**src/rtl/tx_status_reg.sv**
```systemverilog
module tx_status_reg #(
  parameter int STAT_W         = 16,
  parameter int LATE_COL_BYTES = 64,
  parameter int DEFER_LIMIT    = 3036,
  parameter int IFG_WIN_BYTES  = 8
) (
  input  logic              clk,
  input  logic              rst_n,
  input  logic              byte_tick,
  input  logic              frame_start,
  input  logic              frame_bcast,
  input  logic              preamble_end,
  input  logic              frame_end,
  input  logic              carrier_sense,
  input  logic              collision,
  input  logic              defer_wait,
  input  logic              cnt_rollover,
  input  logic              cnt_read,
  input  logic              link_n,
  input  logic              tx_enable,
  input  logic              mon_carrier,
  output logic [STAT_W-1:0] status,
  output logic              tx_en_clr,
  output logic              jam_req,
  output logic              link_irq,
  output logic              snap_valid,
  output logic [STAT_W-1:0] snap_word
);
  localparam int BC_W = $clog2(LATE_COL_BYTES + 1);
  localparam int DC_W = $clog2(DEFER_LIMIT + 1);
  localparam int IC_W = $clog2(IFG_WIN_BYTES + 1);
  localparam logic [BC_W-1:0] BC_MAX = BC_W'(LATE_COL_BYTES);
  localparam logic [DC_W-1:0] DC_MAX = DC_W'(DEFER_LIMIT);
  localparam logic [IC_W-1:0] IC_LAST = IC_W'(IFG_WIN_BYTES - 1);

  logic in_frame, ten_q, pend, ifg_open;
  logic [BC_W-1:0] bcnt;
  logic [DC_W-1:0] dcnt;
  logic [IC_W-1:0] icnt;
  logic f_ok, f_link, f_bc, f_defr, f_exc, f_lost, f_late, f_roll;

  wire start_ok   = frame_start & tx_enable;
  wire ten_rise   = tx_enable & ~ten_q;
  wire late_hit   = collision & in_frame & (bcnt >= BC_MAX);
  wire lost_hit   = preamble_end & in_frame & mon_carrier & ~carrier_sense;
  wire exc_hit    = defer_wait & byte_tick & (dcnt == DC_MAX);
  wire defr_hit   = ifg_open & carrier_sense;
  wire fatal_now  = late_hit | lost_hit;
  wire frame_good = ~(f_lost | f_late | fatal_now);

  wire [8:0] live = {ten_q, f_roll, f_late, f_lost, f_exc, f_defr, f_bc, f_link, f_ok};
  assign status = {{(STAT_W-9){1'b0}}, live};

  always_ff @(posedge clk or negedge rst_n) begin
    if (!rst_n) begin
      in_frame <= 1'b0;
      bcnt     <= '0;
    end else begin
      if (start_ok) begin
        in_frame <= 1'b1;
        bcnt     <= '0;
      end else begin
        if (frame_end) in_frame <= 1'b0;
        if (in_frame && byte_tick && bcnt != BC_MAX) bcnt <= bcnt + 1'b1;
      end
    end
  end

  always_ff @(posedge clk or negedge rst_n) begin
    if (!rst_n)                          dcnt <= '0;
    else if (!defer_wait)                dcnt <= '0;
    else if (byte_tick && dcnt != DC_MAX) dcnt <= dcnt + 1'b1;
  end

  always_ff @(posedge clk or negedge rst_n) begin
    if (!rst_n) begin
      ifg_open <= 1'b0;
      icnt     <= '0;
    end else if (frame_end) begin
      ifg_open <= 1'b1;
      icnt     <= '0;
    end else if (start_ok) begin
      ifg_open <= 1'b0;
    end else if (ifg_open && byte_tick) begin
      icnt <= icnt + 1'b1;
      if (icnt == IC_LAST) ifg_open <= 1'b0;
    end
  end

  always_ff @(posedge clk or negedge rst_n) begin
    if (!rst_n) begin
      f_ok <= 1'b0; f_link <= 1'b0; f_bc <= 1'b0; f_defr <= 1'b0;
      f_exc <= 1'b0; f_lost <= 1'b0; f_late <= 1'b0; f_roll <= 1'b0;
      ten_q <= 1'b0; pend <= 1'b0;
      tx_en_clr <= 1'b0; jam_req <= 1'b0; link_irq <= 1'b0;
      snap_valid <= 1'b0; snap_word <= '0;
    end else begin
      ten_q    <= tx_enable;
      f_link   <= ~link_n;
      link_irq <= ~link_n ^ f_link;
      if (start_ok) f_bc <= frame_bcast;
      f_defr <= defr_hit | (f_defr & ~frame_end);
      f_exc  <= exc_hit  | (f_exc  & ~frame_end);
      f_lost <= lost_hit | (f_lost & ~ten_rise);
      f_late <= late_hit | (f_late & ~ten_rise);
      f_roll <= cnt_rollover | (f_roll & ~cnt_read);
      if (frame_end)     f_ok <= frame_good;
      else if (start_ok) f_ok <= 1'b0;
      tx_en_clr  <= (pend | fatal_now) & frame_end;
      pend       <= (pend | fatal_now) & ~frame_end;
      jam_req    <= late_hit;
      snap_valid <= frame_end;
      if (frame_end) snap_word <= {{(STAT_W-9){1'b0}}, live[8:1], frame_good};
    end
  end
endmodule


```
**config.mk**
```make
export PLATFORM = sky130hd
export DESIGN_NAME = tx_status_reg
export DESIGN_NICKNAME = d
export VERILOG_FILES = /design/src/rtl/tx_status_reg.sv
export SDC_FILE = /design/constraint.sdc
export NUM_CORES = 1
export LEC_CHECK = 0
export BUFFER_PORTS_ARGS = -buffer_cell sky130_fd_sc_hd__buf_2
export CAP_MARGIN = 20
export CORE_MARGIN = 4
export CORE_UTILIZATION = 40
export CTS_BUF_LIST = sky130_fd_sc_hd__clkbuf_4
export DETAILED_ROUTE_END_ITERATION = 12
export PLACE_DENSITY = 0.72
export SYNTH_ARGS = -nofsm -noshare
export SYNTH_HDL_FRONTEND = slang
export SYNTH_SLANG_ARGS = --single-unit
```
**constraint.sdc**
```tcl
create_clock -name clk -period 1.7 [get_ports clk]
set_input_delay 0.34 -clock clk [delete_from_list [all_inputs] [get_ports clk]]
set_output_delay 0.34 -clock clk [all_outputs]
set_load 0.01 [all_outputs]
```
==> flow_summary.yaml <==
run_status:
  status: "completed"
detailed_routing:
  vias_per_cell: 4.98
  wirelength_um: 4210
  firstDrtPassIters: 4
  detail_route.drc_violations: 0
  drt_iter0_drc: 54
  vias: 1583
  wl_per_cell_um: 13.2
  ant_nets: 0
worst_setup_path:
  cp-end-kind: "flip-flop"
  r2r_cells: 6
  r2r-start: "bcnt[0]"
  crit_fanout: 5
  path_class: "flip-flop to flip-flop"
  critPathArrivalTime_ns: 1.87
  r2r_slack_ns: 0.11
  r2r-end: "bcnt[2]"
  worstSetupStartpointType: "flip-flop"
  critPathRequiredTime_ns: 1.98
die:
  die_w_um: 84.3
  start_util_pct: 41.8
  io_pins: 51
  core_area_um2: 5570
  rows: 27
  die_area_um2: 7110
  dieHeight_um: 84.3
layout:
  fin_util_pct: 46.8
  drive_above_1_share_pct: 26.0
  fin_nets: 265
  design_area_um2: 2610
  final_common_cell: "dfrtp_1"
  diodes: 0
  nFillCells: 549
  syn2layout_area_growth_pct: 11.9
  final_cell_mix: "48 x dfrtp_1, 36 x buf_2, 14 x nor2_1, 14 x conb_1, 12 x nand2_1"
synth:
  ys_warn_count: 0
  synthArstFlopShare_pct: 100
  synth_cells: 211
  synth_cell_types: 42
  seq_area_frac_synth_pct: 51.5
  synth-edff-count: 0
  synth-seq-cells: 48
  synth_area_per_cell_um2: 11.0
  syn_area_um2: 2330
  synth_ff_type: "dfrtp_1"
clock_network:
  root_buffer: "clkbuf_4"
  cts_inserted_buffers: 5
  h-tree-depth: 2
  cts_setup_buffers: 0
  clock_path_buffers: 2
  clkTransAtPathRegs_ns: 0.15
  clock-sinks: 48
  worstSkewPairLatency_ns: 0.37
  cts_tree: "done"
sta:
  fin_ws_ns: 0.111
  finalCriticalPeriod_ns: 1.59
  setup_viol_count_final: 0
  hold_ws_ns: 0.116
  max_clock_freq_mhz: 629
  fin_crit_sh_pct: 93.5
  finalHoldViolCount: 0
  drv_slew: 0
  fin_skew_ns: 0.00990
placement:
  portBuffers: 36
  hpwl_um: 3160
  placed_area_um2: 2510
  place.gp.congestion: 0.829
  pre_cts_slack_ns: 0.0306
grt:
  grt_pass1_wl_um: 7310
  grt_max_degree: 49
  first_global_vias: 1583
  grt-ovfl-total: 0
  antenna_found_initial: 0
  grtUsageTotal_pct: 12.5
min_path:
  worstHoldEndpoint: "ten_q"
  whs_path_depth: 1
  holdCritStartpoint: "tx_enable"
  hp-class: "input pin to flip-flop"
flow_run:
  cap_viol_max_count: 0
power:
  leakage_uw: 0.00130
  power.density_nw_per_um2: 860
  max-vdd-ir-drop_uv: 491
  totalPowerFinal_uw: 2240
[cells by family after synthesis]
family / synth area share [%]
and+or+nand+nor: 16.9
buffers and inverters: 9.88
muxes: 4.72
DFF: 51.5
adders and majority gates: 2.68
AOI/OAI and AO/OA: 8.86
other: 0.161
xor gates and xnor gates: 5.26
[registers in the layout, summed over array words and instances, names as in the netlist, 4 cells and up]
signal / flops
bcnt: 7
icnt: 4
snap_word: 9
dcnt: 12
[worst max path at each step]
| stage | from | endpoint | slack, ns | cells past startpoint |
|---|---|---|---|---|
| finish | bcnt[0] | bcnt[2] | 0.11 | 6 |
| global route | bcnt[0] | bcnt[0] | -0.03 | 6 |
| CTS | bcnt[0] | bcnt[2] | 0.02 | 6 |
| detailed placement | bcnt[0] | bcnt[2] | 0.03 | 6 |
| global placement | bcnt[0] | bcnt[2] | 0.14 | 6 |
| floorplan | bcnt[0] | bcnt[2] | 0.19 | 6 |
[metrics by stage]
stage	TNS [ns]	cells
6_report	0	318
5_1_grt	-0.0264	318
4_1_cts	0	318
3_5_place_dp	0	309
3_3_place_gp	0	309
2_1_floorplan	0	224
[synthesized netlist by cell type (all sizes together) (2+ instances only)]
library cell | instances | share of area, %
a21boi | 3 | 0.97
a21o | 4 | 1.3
a21oi | 4 | 0.86
a22o | 2 | 0.75
and2 | 7 | 1.9
and3 | 4 | 1.1
and4 | 2 | 0.75
buf | 24 | 7.6
clkbuf | 4 | 0.64
dfrtp | 48 | 52
ha | 5 | 2.7
inv | 10 | 1.6
mux2 | 8 | 3.9
mux2i | 2 | 0.86
nand2 | 12 | 1.9
nand3 | 10 | 2.9
nand4 | 7 | 1.9
nor2 | 14 | 2.3
o21ai | 7 | 1.5
or3 | 4 | 1.1
xnor2 | 8 | 3.0
xor2 | 6 | 2.3
[worst max-delay path, stage by stage, from the launching register on]
cell and delay, ns:
dfrtp_1 0.47, inv_1 0.07, ha_1 0.18, nor4b_1 0.15, a31oi_2 0.31, a21oi_1 0.11, a31o_2 0.22
[routing by layer]
layer	share of wire [%]	wire (µm)	vias to the layer above	track usage, %
met5	0	0	-	0
met4	1.6	68	0	4.75
met3	6.1	258	9	3.53
met2	47	1990	42	20.2
met1	45	1890	773	16.1
li1	-	-	759	-
[cell type report]
type | count | area [µm²] | area share [%]
multi-input combinational | 138 | 955 | 36.6
timing repair buffer | 42 | 240 | 9.21
inverter | 10 | 37.5 | 1.44
tap | 72 | 90.1 | 3.45
clock buffer | 5 | 37.5 | 1.44
sequential | 48 | 1200 | 46.1
clock inverter | 3 | 46.3 | 1.78
[what timing repair did]
item | in CTS | in global routing
endpoints found under the setup margin | 0 | 3
resized for setup | 0 | 1
hold endpoints to repair | 48 | 0
hold buffers | 1 | 0
[power breakdown]
part	total, µW	switching [µW]	internal, µW
Combinational	291	163	128
Clock	686	372	315
Sequential	1270	57.2	1210
Power figures use the tool's default switching activity.
